`src/rtl/tcmp_pkg.sv`:
```
package tcmp_pkg;

    localparam int TEMP_W        = 16;
    localparam int FRAC_BITS     = 6;
    localparam int HIGH_DEG      = 125;

    typedef enum logic [1:0] {
        SENSE_LE   = 2'd0,
        SENSE_GE   = 2'd1,
        SENSE_OFFA = 2'd2,
        SENSE_OFFB = 2'd3
    } sense_e;

    function automatic logic sense_hit(input sense_e mode,
                                       input logic  le_res,
                                       input logic  ge_res);
        logic r;
        case (mode)
            SENSE_LE: r = le_res;
            SENSE_GE: r = ge_res;
            default:  r = 1'b0;
        endcase
        return r;
    endfunction

endpackage

```
`src/rtl/tcmp_thresh_reg.sv`:
```
module tcmp_thresh_reg #(
    parameter int W        = tcmp_pkg::TEMP_W,
    parameter int FRAC     = tcmp_pkg::FRAC_BITS,
    parameter int HIGH_DEG = tcmp_pkg::HIGH_DEG
) (
    input  logic                clk,
    input  logic                rst,
    input  logic                wr,
    input  logic signed [W-1:0] wdata,
    output logic signed [W-1:0] thr_q
);
    localparam logic signed [W-1:0] LIMIT     = W'(HIGH_DEG * (2 ** FRAC));
    localparam logic signed [W-1:0] RESET_THR = LIMIT - W'(1);

    logic accept;
    assign accept = wr && (wdata < LIMIT);

    always_ff @(posedge clk) begin
        if (rst)
            thr_q <= RESET_THR;
        else if (accept)
            thr_q <= wdata;
    end
endmodule

```
`src/rtl/tcmp_compare.sv`:
```
module tcmp_compare #(
    parameter int W = tcmp_pkg::TEMP_W
) (
    input  logic signed [W-1:0] sample,
    input  logic signed [W-1:0] thr,
    input  logic [1:0]          mode,
    output logic                hit
);
    import tcmp_pkg::*;

    logic le_res;
    logic ge_res;

    always_comb begin
        le_res = (sample <= thr);
        ge_res = (sample >= thr);
        hit    = sense_hit(sense_e'(mode), le_res, ge_res);
    end
endmodule

```
`src/rtl/tcmp_alarm_flag.sv`:
```
module tcmp_alarm_flag (
    input  logic clk,
    input  logic rst,
    input  logic vld,
    input  logic hit,
    input  logic clr,
    input  logic en,
    output logic live_q,
    output logic flag_q,
    output logic irq
);
    logic set_now;
    assign set_now = vld && hit;

    always_ff @(posedge clk) begin
        if (rst) begin
            live_q <= 1'b0;
            flag_q <= 1'b0;
        end else begin
            if (vld)
                live_q <= hit;
            if (set_now)
                flag_q <= 1'b1;
            else if (clr)
                flag_q <= 1'b0;
        end
    end

    assign irq = flag_q && en;
endmodule

```
`src/rtl/thermal_trip_cmp.sv`:
```
module thermal_trip_cmp #(
    parameter int W        = tcmp_pkg::TEMP_W,
    parameter int FRAC     = tcmp_pkg::FRAC_BITS,
    parameter int HIGH_DEG = tcmp_pkg::HIGH_DEG
) (
    input  logic         clk,
    input  logic         rst,
    input  logic         sample_vld,
    input  logic [W-1:0] sample,
    input  logic         thr_wr,
    input  logic [W-1:0] thr_wdata,
    input  logic [1:0]   sense_mode,
    input  logic         irq_en,
    input  logic         flag_clr,
    output logic         live_hit,
    output logic         flag,
    output logic         irq
);
    logic signed [W-1:0] thr_q;
    logic                hit;

    tcmp_thresh_reg #(.W(W), .FRAC(FRAC), .HIGH_DEG(HIGH_DEG)) u_thr (
        .clk   (clk),
        .rst   (rst),
        .wr    (thr_wr),
        .wdata ($signed(thr_wdata)),
        .thr_q (thr_q)
    );

    tcmp_compare #(.W(W)) u_cmp (
        .sample ($signed(sample)),
        .thr    (thr_q),
        .mode   (sense_mode),
        .hit    (hit)
    );

    tcmp_alarm_flag u_flag (
        .clk    (clk),
        .rst    (rst),
        .vld    (sample_vld),
        .hit    (hit),
        .clr    (flag_clr),
        .en     (irq_en),
        .live_q (live_hit),
        .flag_q (flag),
        .irq    (irq)
    );
endmodule

```
`config.mk`:
```
export PLATFORM = sky130hd
export DESIGN_NAME = thermal_trip_cmp
export DESIGN_NICKNAME = d
export VERILOG_FILES = /design/src/rtl/tcmp_pkg.sv /design/src/rtl/tcmp_thresh_reg.sv /design/src/rtl/tcmp_compare.sv /design/src/rtl/tcmp_alarm_flag.sv /design/src/rtl/thermal_trip_cmp.sv
export SDC_FILE = /design/constraint.sdc
export NUM_CORES = 1
export LEC_CHECK = 0
export BUFFER_PORTS_ARGS = -buffer_cell sky130_fd_sc_hd__clkbuf_2
export CAP_MARGIN = 20
export CORE_MARGIN = 2
export CORE_UTILIZATION = 53
export DETAILED_ROUTE_END_ITERATION = 16
export PLACE_DENSITY = 0.84
export SLEW_MARGIN = 40
export SYNTH_ARGS = -nofsm -noshare
export SYNTH_HDL_FRONTEND = slang
export SYNTH_HIERARCHICAL = 1
export SYNTH_SLANG_ARGS = --single-unit
```
`constraint.sdc`:
```
create_clock -name clk -period 3.3 [get_ports clk]
set_input_delay 0.495 -clock clk [delete_from_list [all_inputs] [get_ports clk]]
set_output_delay 0.495 -clock clk [all_outputs]
set_load 0.01 [all_outputs]
```
* Word level (Yosys, flattened, before mapping)
Cells that the tools add are included.
** Cells by class
- Magnitude comparators :: 3
- Equal/unequal tests :: 1
- Mux-type cells :: 3
- Reductions and logical operators :: 5
** Operators with widths (count)
- >= comparator 16 bit :: 1
- <= comparator 16 bit :: 1
- less-than comparator 16 x 14 -> 1 bit, second input constant :: 1
- logical AND 1 bit :: 3
- == test 2 x 1 -> 1 bit, second input constant :: 1
- zero test 2 bit :: 1
- two-way mux 1 bit :: 2
- case mux 1 bit (2 select lines) :: 1
- nonzero test 2 bit :: 1
** Word-level totals
- Flip-flop bits (word level) :: 18
- Input port bits :: 40
- Output and inout port bits :: 3

* Depth between registers and ports, before layout
Gate-level depths: netlist (run 1).
- Word-level depth :: 4
- Depth in mapped cells :: 9
- Depth with buffers taken out :: 9

* By module
Netlist (run 1), hierarchy kept.
** Modules (own cells, without submodules)
- tcmp_thresh_reg :: instances 1, cells each 74, area each 711.9 sq um, seq. area each 320.3 sq um
- tcmp_compare :: instances 1, cells each 61, area each 437.9 sq um, seq. area each 0.0 sq um
- tcmp_alarm_flag :: instances 1, cells each 8, area each 76.3 sq um, seq. area each 40.0 sq um

* Worst setup path after synthesis (run 1)
OpenSTA, ideal clock, no wires.
- Kind :: in2reg
- From :: in sample[5]
- To :: reg u_flag.flag_q
- Library setup time :: 70 ps
- Data arrival time :: 1896 ps
- Required time :: 3230 ps
- Setup slack :: 1335 ps
- Stages :: 8
- Path through :: ha_1 -> a21oi_1 -> o221ai_2 -> o21a_1 -> or3_1 -> a31oi_1 -> nand2_1 -> a21oi_1
** Between the ends
- Longest elaborated chain between the ends :: 4
- Elaborated cells between the ends (all ways) :: 6
- Those cells by class :: order compare: 2; mux: 2; reduce/logical: 2
** RTL lines
- start, declared :: RTL line thermal_trip_cmp.sv:9 : input logic [W-1:0] sample,
- >= comparator 16 bit / <= comparator 16 bit (equally long branches) :: RTL line tcmp_compare.sv:16, tcmp_compare.sv:15
- case mux 1 bit (2 select lines) * :: RTL line tcmp_pkg.sv:18 : case (mode)
- via hit :: RTL line thermal_trip_cmp.sv:20 : logic hit;
- logical AND 1 bit * :: RTL line tcmp_alarm_flag.sv:13 : assign set_now = vld && hit;
- two-way mux 1 bit / nonzero test 2 bit (equally long branches)
- end signal, assigned :: RTL line tcmp_alarm_flag.sv:18 : flag_q <= 1'b0;
- end signal, assigned :: RTL line tcmp_alarm_flag.sv:23 : flag_q <= 1'b1;
- end signal, assigned :: RTL line tcmp_alarm_flag.sv:25 : flag_q <= 1'b0;
- end, declared :: RTL line tcmp_alarm_flag.sv:9 : output logic flag_q,
The timed path passes the listed nets; every way through them passes the cells marked *.
A chain may end at the register's enable or synchronous reset.

* Worst setup path after layout (run 1)
- From :: reg u_thr.thr_q[7]
- To :: reg u_flag.flag_q
** Between the ends
- Longest elaborated chain between the ends :: 4
- Elaborated cells between the ends (all ways) :: 6
- Those cells by class :: order compare: 2; mux: 2; reduce/logical: 2
** RTL lines
- start, declared :: RTL line tcmp_thresh_reg.sv:10 : output logic signed [W-1:0] thr_q
- start signal, assigned :: RTL line tcmp_thresh_reg.sv:22 : thr_q <= wdata;
- >= comparator 16 bit / <= comparator 16 bit (equally long branches) :: RTL line tcmp_compare.sv:16, tcmp_compare.sv:15
- case mux 1 bit (2 select lines) * :: RTL line tcmp_pkg.sv:18
- via hit :: RTL line thermal_trip_cmp.sv:20
- logical AND 1 bit * :: RTL line tcmp_alarm_flag.sv:13
- two-way mux 1 bit / nonzero test 2 bit (equally long branches)
Marked as above.

==> flow_metrics.env, run 1 <==
export IMPL_status="completed"
export IMPL_wire_per_inst_um=12.5
export IMPL_ys_warn_count=6
export IMPL_die_area_sq_um=2710
export IMPL_min_path_type="in -> reg"
export IMPL_ys_ff_latch=18
export IMPL_place_ws_ns=1.09
export IMPL_antennaDiodeCount=0
export IMPL_stdcell_area_sq_um=1490
export IMPL_track_usage_pct=21.7
export IMPL_busiest_layer="met2"
export IMPL_final_util_pct=68.1
export IMPL_ios=43
export IMPL_clockPowerShare_pct=27.8
export IMPL_cp_required_ns=3.52
export IMPL_initial_core_util_pct=56.0
export IMPL_syn_area_per_cell_sq_um=8.57
export IMPL_cts_root_buf="clkbuf_4"
export IMPL_p_sw_share_pct=28.6
export IMPL_syn_to_final_growth_pct=21.7
export IMPL_final_hold_viol_count=0
export IMPL_synth_area_leaders="dfxtp_1, ha_1, mux2i_1"
export IMPL_met2_usage_pct=42.6
export IMPL_die_w_um=52.1
export IMPL_crit_type="reg -> reg"
export IMPL_cpPeakStageDelay_ns=0.34
export IMPL_internal_power_mw=0.360
export IMPL_cp_cell_sequence="inv_1, ha_1, nand4_1, o221ai_2, o21a_1, or3_1, a31oi_1, nand2_1, a21oi_1"
export IMPL_drc=0
export IMPL_crit_fanout=3
export IMPL_syn_num_nets=199
export IMPL_grt_max_degree=35
export IMPL_dr_total_vias=1088
export IMPL_setup_viol=0
export IMPL_rsz0062_at_grt="false"
export IMPL_cts_num_sinks=18
export IMPL_cts_buffers=3
export IMPL_dp_hpwl_mm=2.22
export IMPL_yosysTopAreaCellShare_pct=29.4
export IMPL_cts_setup_buffers=0
export IMPL_slew_viol_final=0
export IMPL_layout_common_cells="clkbuf_2, nor2_1, inv_1, dfxtp_1, ha_1"
export IMPL_skew_ns=0.00540
export IMPL_synthAdderAreaFrac_pct=16.3
export IMPL_synth_compound_area_share_pct=14.6
export IMPL_end_kind="flop"
export IMPL_netlist_instances=143
export IMPL_slew_headroom_pct=53.7
export IMPL_clock_path_buffers=2
export IMPL_cts_tree="done"
export IMPL_ys_seq_area_share_pct=29.4
export IMPL_synth_xor_area_share_pct=0.714
export IMPL_port_buffers=42
export IMPL_cp_start_kind="flop"
export IMPL_cts_resized=0
export IMPL_fin_nets=243
export IMPL_critPathBufInv=1
export IMPL_drt_first_pass_iters=4
export IMPL_antenna_found_initial=0
export IMPL_grt_pass1_wl_mm=4.35
export IMPL_worst_slack_ns=1.31
export IMPL_max_freq_mhz=502
export IMPL_ys_types=30
export IMPL_min_delay_start="thr_wdata[3]"
export IMPL_clk_pin_slew_ns=0.11
export IMPL_synth_simple_area_share_pct=18.8
export IMPL_via_per_inst=5.08
export IMPL_gr_total_overflow=0
export IMPL_first_iter_violations=15
export IMPL_holdWs_ns=0.444
export IMPL_layout_commonest_cell="clkbuf_2"
export IMPL_p_comb_share_pct=25.0
export IMPL_yosys_area_top_type="dfxtp_1"
export IMPL_synth_top_family_by_area="simple AND/OR/NAND/NOR gates"
export IMPL_dp_cells=210
export IMPL_crit_family="simple AND/OR/NAND/NOR gates"
export IMPL_fillers=198
export IMPL_p_sw_mw=0.144
export IMPL_cts_max_level=1
export IMPL_maxCapViolCount=0
export IMPL_p_seq_share_pct=47.2
export IMPL_core_area_sq_um=2190
export IMPL_grt_pass1_vias=1114
export IMPL_wl_mm=2.67
export IMPL_crit_slowest_cell="dfxtp_1"
export IMPL_num_rows=17
export IMPL_fin_setup_tns_ns=0
export IMPL_min_period_ns=1.99
export IMPL_vdd_ir_drop_max_v=0.000272
export IMPL_p_per_area_nw_per_um2=338
export IMPL_grt_util_met3_pct=4.02
export IMPL_synthMuxAreaShare_pct=12.2
export IMPL_total_power_mw=0.505
export IMPL_postCtsHoldBufs=0
export IMPL_finalWeightedCongestion=0.778
export IMPL_rr_startpoint="u_thr/thr_q[7]"
export IMPL_fin_cells=214
export IMPL_crit_arrival_ns=2.21
export IMPL_tightest_slew_ns=0.693
export IMPL_die_y_um=52.1
export IMPL_syn_cell_area_sq_um=1230
export IMPL_use_met1_pct=21.4
export IMPL_period_share_pct=60.3
export IMPL_dpl_cell_area_sq_um=1460
export IMPL_antenna_left=0
export IMPL_critPathLaunch="u_thr/thr_q[7]"
export IMPL_clock_latency_ns=0.30
export IMPL_drive_gt1_share_pct=28.5
export IMPL_leakage_nw=0.841
==> final timing paths <==
check,end,slack (ns),cells after the start
worst max register to register,u_flag/flag_q,1.31,9
worst min register to register,u_thr/thr_q[6],0.49,2
worst min-delay path,u_thr/thr_q[3],0.44,3
worst max-delay path,u_flag/flag_q,1.31,9
==> cell type report <==
cell class	instances	area, sq um	area share [%]
multi-input combinational	102	768	51.5
tap	28	35.0	2.35
clock buffer	4	36.3	2.43
timing repair buffer	43	221	14.8
sequential	18	360	24.1
inverter	19	71.3	4.78
==> cells in the mapped netlist (all sizes together) <==
cell	count
dfxtp	18
a31oi	1
o21ai	1
o21bai	1
nand2	6
and2	1
nor2	24
ha	16
a211oi	1
nand3	1
o22ai	1
inv	19
nand4	3
or2b	1
mux2i	15
a21o	1
nor3	1
or3	1
o211a	1
o211ai	1
clkbuf	3
o21a	2
o221ai	2
xnor2	1
a21oi	8
buf	1
o311ai	1
nand2b	11
==> cell families after synthesis <==
logic type	Yosys count
xor gates and xnor gates	1
muxes	15
adders and majority gates	16
DFF	18
buffers and inverters	23
AOI/OAI and AO/OA	21
and+or+nand+nor	49
==> per-layer routing <==
layer | wire [um] | part of all wire (%)
met5 | 0 | 0
met4 | 62 | 2.3
met3 | 126 | 4.7
met2 | 1370 | 51
met1 | 1110 | 41
==> tightest hold or removal path: cells and delay by family <==
| kind | cells | cell delay (ns) |
|---|---|---|
| multiplexers | 1 | 0.10 |
| AND/OR/NAND/NOR | 1 | 0.04 |
| buffers and inverters | 1 | 0.08 |
==> power groups by stage <==
| stage | registers (mW) | logic [mW] | clock network, mW |
|---|---|---|---|
| after floorplan | 0.242 | 0.0806 | 0 |
| after global placement | 0.243 | 0.118 | 0 |
| after detailed placement | 0.243 | 0.126 | 0 |
| after CTS | 0.238 | 0.127 | 0.143 |
| after global routing | 0.240 | 0.142 | 0.151 |
| final | 0.238 | 0.126 | 0.140 |
==> state kept, by name, indices dropped and copies added, names as in the netlist <==
| signal | cells |
|---|---|
| u_flag/flag_q | 1 |
| u_flag/live_q | 1 |
| u_thr/thr_q | 16 |
No activity file was read; power rests on OpenSTA's default activity.
==> run 2, diff against run 1 <==
Settings changed: CORE_UTILIZATION 53 to 44, PLACE_DENSITY 0.84 to 0.75.
Clock period 3.3 ns to 1.7 ns, I/O delays scaled along.
==> flow_metrics.env, run 2 (synthesis results as in run 1) <==
export IMPL_regMostFlops="u_thr/thr_q"
export IMPL_seq_area_sq_um=375
export IMPL_die_area_sq_um=3230
export IMPL_clock_path_buffers=2
export IMPL_fin_cells=225
export IMPL_status="complete, but fails checks"
export IMPL_port_buffers=42
export IMPL_postCtsHoldBufs=0
export IMPL_grt_pass1_wl_mm=4.62
export IMPL_wl_mm=2.83
export IMPL_fillers=208
export IMPL_dp_cells=218
export IMPL_rsz0062_at_grt="true"
export IMPL_cp_required_ns=1.92
export IMPL_violations="negative setup slack"
export IMPL_dp_hpwl_mm=2.10
export IMPL_syn_to_final_growth_pct=40.9
export IMPL_p_seq_share_pct=44.9
export IMPL_cpPeakStageDelay_ns=0.36
export IMPL_setup_viol=2
export IMPL_dr_total_vias=1114
export IMPL_die_y_um=56.8
export IMPL_crit_slowest_cell="or3_1"
export IMPL_fin_nets=251
export IMPL_grt_pass1_vias=1134
export IMPL_ios=43
export IMPL_grt_max_degree=35
export IMPL_cts_root_buf="clkbuf_4"
export IMPL_cts_num_sinks=18
export IMPL_clock_latency_ns=0.28
export IMPL_layout_commonest_cell="clkbuf_2"
export IMPL_antenna_found_initial=0
export IMPL_skew_ns=0.00120
export IMPL_gr_total_overflow=0
export IMPL_min_path_type="in -> reg"
export IMPL_layout_common_cells="clkbuf_2, nor2_1, mux2i_1, inv_1, dfxtp_2"
export IMPL_internal_power_mw=0.744
export IMPL_crit_arrival_ns=2.09
export IMPL_final_hold_viol_count=0
export IMPL_tightest_slew_ns=0.595
export IMPL_die_w_um=56.8
export IMPL_cts_buffers=3
export IMPL_cp_start_kind="flop"
export IMPL_multi_input_area_sq_um=928
export IMPL_finalWeightedCongestion=0.753
export IMPL_antennaDiodeCount=0
export IMPL_final_util_pct=63.8
export IMPL_cts_tree="done"
export IMPL_wire_per_inst_um=12.6
export IMPL_max_freq_mhz=535
export IMPL_worst_slack_ns=-0.168
export IMPL_core_area_sq_um=2710
export IMPL_period_share_pct=110
export IMPL_crit_type="reg -> reg"
export IMPL_via_per_inst=4.95
export IMPL_p_per_area_nw_per_um2=603
export IMPL_vdd_ir_drop_max_v=0.000427
export IMPL_critPathBufInv=1
export IMPL_cts_max_level=1
export IMPL_largest_reg_flops=16
export IMPL_crit_family="compound AO/OA/AOI/OAI gates"
export IMPL_end_kind="flop"
export IMPL_num_rows=19
export IMPL_crit_fanout=2
export IMPL_slew_headroom_pct=60.4
export IMPL_initial_core_util_pct=45.2
export IMPL_slew_viol_final=0
export IMPL_leakage_nw=0.873
export IMPL_p_sw_mw=0.298
export IMPL_top_regs="u_thr/thr_q (16), u_flag/flag_q (1), u_flag/live_q (1)"
export IMPL_min_period_ns=1.87
export IMPL_drive_gt1_share_pct=49.5
export IMPL_clockPowerShare_pct=24.9
export IMPL_maxCapViolCount=0
export IMPL_clk_pin_slew_ns=0.10
export IMPL_p_sw_share_pct=28.6
export IMPL_cp_cell_sequence="inv_1, ha_4, a21oi_1, o21a_1, o221ai_2, or3_1, a31oi_1, nand2_1, a21oi_2"
export IMPL_drt_first_pass_iters=4
export IMPL_p_comb_share_pct=30.2
export IMPL_track_usage_pct=18.2
export IMPL_antenna_left=0
export IMPL_first_iter_violations=19
export IMPL_drc=0
-- run 2: cell types whose count changed in the layout (fill, tap and decap cells not counted), moves of 3 or more --
cell,previous run,this run
dfxtp_2,0,12
ha_1,16,6
buf_4,0,9
ha_4,0,10
inv_1,19,13
inv_2,0,6
a21oi_2,3,6
a21oi_1,5,2
dfxtp_1,18,6
-- run 2: cell type report --
class / count / share of cell area (%)
multi-input combinational: 102 / 53.7
timing repair buffer: 51 / 16.1
clock buffer: 4 / 2.10
inverter: 19 / 4.13
tap: 31 / 2.24
sequential: 18 / 21.7
-- run 2: power by group through the flow --
stage	Combinational [mW]	Clock (mW)	Sequential (mW)
3_3_place_gp	0.254	0	0.471
3_5_place_dp	0.263	0	0.473
5_1_grt	0.351	0.293	0.472
2_1_floorplan	0.166	0	0.470
6_report	0.315	0.259	0.468
4_1_cts	0.295	0.268	0.466
-- run 2: timing repair --
item | in CTS | in global routing
cloned | 0 | 0
resized for setup | 19 | 13
setup buffers | 3 | 0
endpoints found under the hold margin | 0 | 0
pin swaps | 13 | 8
setup endpoints to repair | 2 | 2
-- run 2: worst paths after layout --
path | from | to | slack [ns] | cells past startpoint
worst min-delay path | thr_wdata[3] | u_thr/thr_q[3] | 0.21 | 3
worst min register to register | u_thr/thr_q[6] | u_thr/thr_q[6] | 0.49 | 2
worst max-delay path | u_thr/thr_q[9] | u_flag/flag_q | -0.17 | 9
worst max register to register | u_thr/thr_q[9] | u_flag/flag_q | -0.17 | 9
-- run 2: worst min-delay path, delay by kind of cell --
kind,cells,cell delay [ns]
buf+inv,1,0.07
mux,1,0.10
simple gates,1,0.03
-- run 2: layer usage --
metal  vias to the layer above  global-route usage, %  part of all wire [%]
met3                         2                   2.07                   2.2
met1                       508                   21.6                    45
li1                        586                      -                     -
met5                         -                      0                     0
met4                         0                   6.98                  0.74
met2                        18                   33.1                    52
-- run 2: per-stage QoR --
stage                     setup slack (ns)  hold WS (ns)  TNS (ns)  cell area [sq um]  power (mW)
after floorplan                    -0.0367         0.317   -0.0634               1270       0.636
after global placement              -0.143         0.465    -0.275               1540       0.725
after detailed placement            -0.233         0.475    -0.443               1540       0.736
after CTS                           -0.215         0.206    -0.397               1680        1.03
after global routing                -0.266         0.199    -0.520               1730        1.12
final                               -0.168         0.215    -0.335               1730        1.04
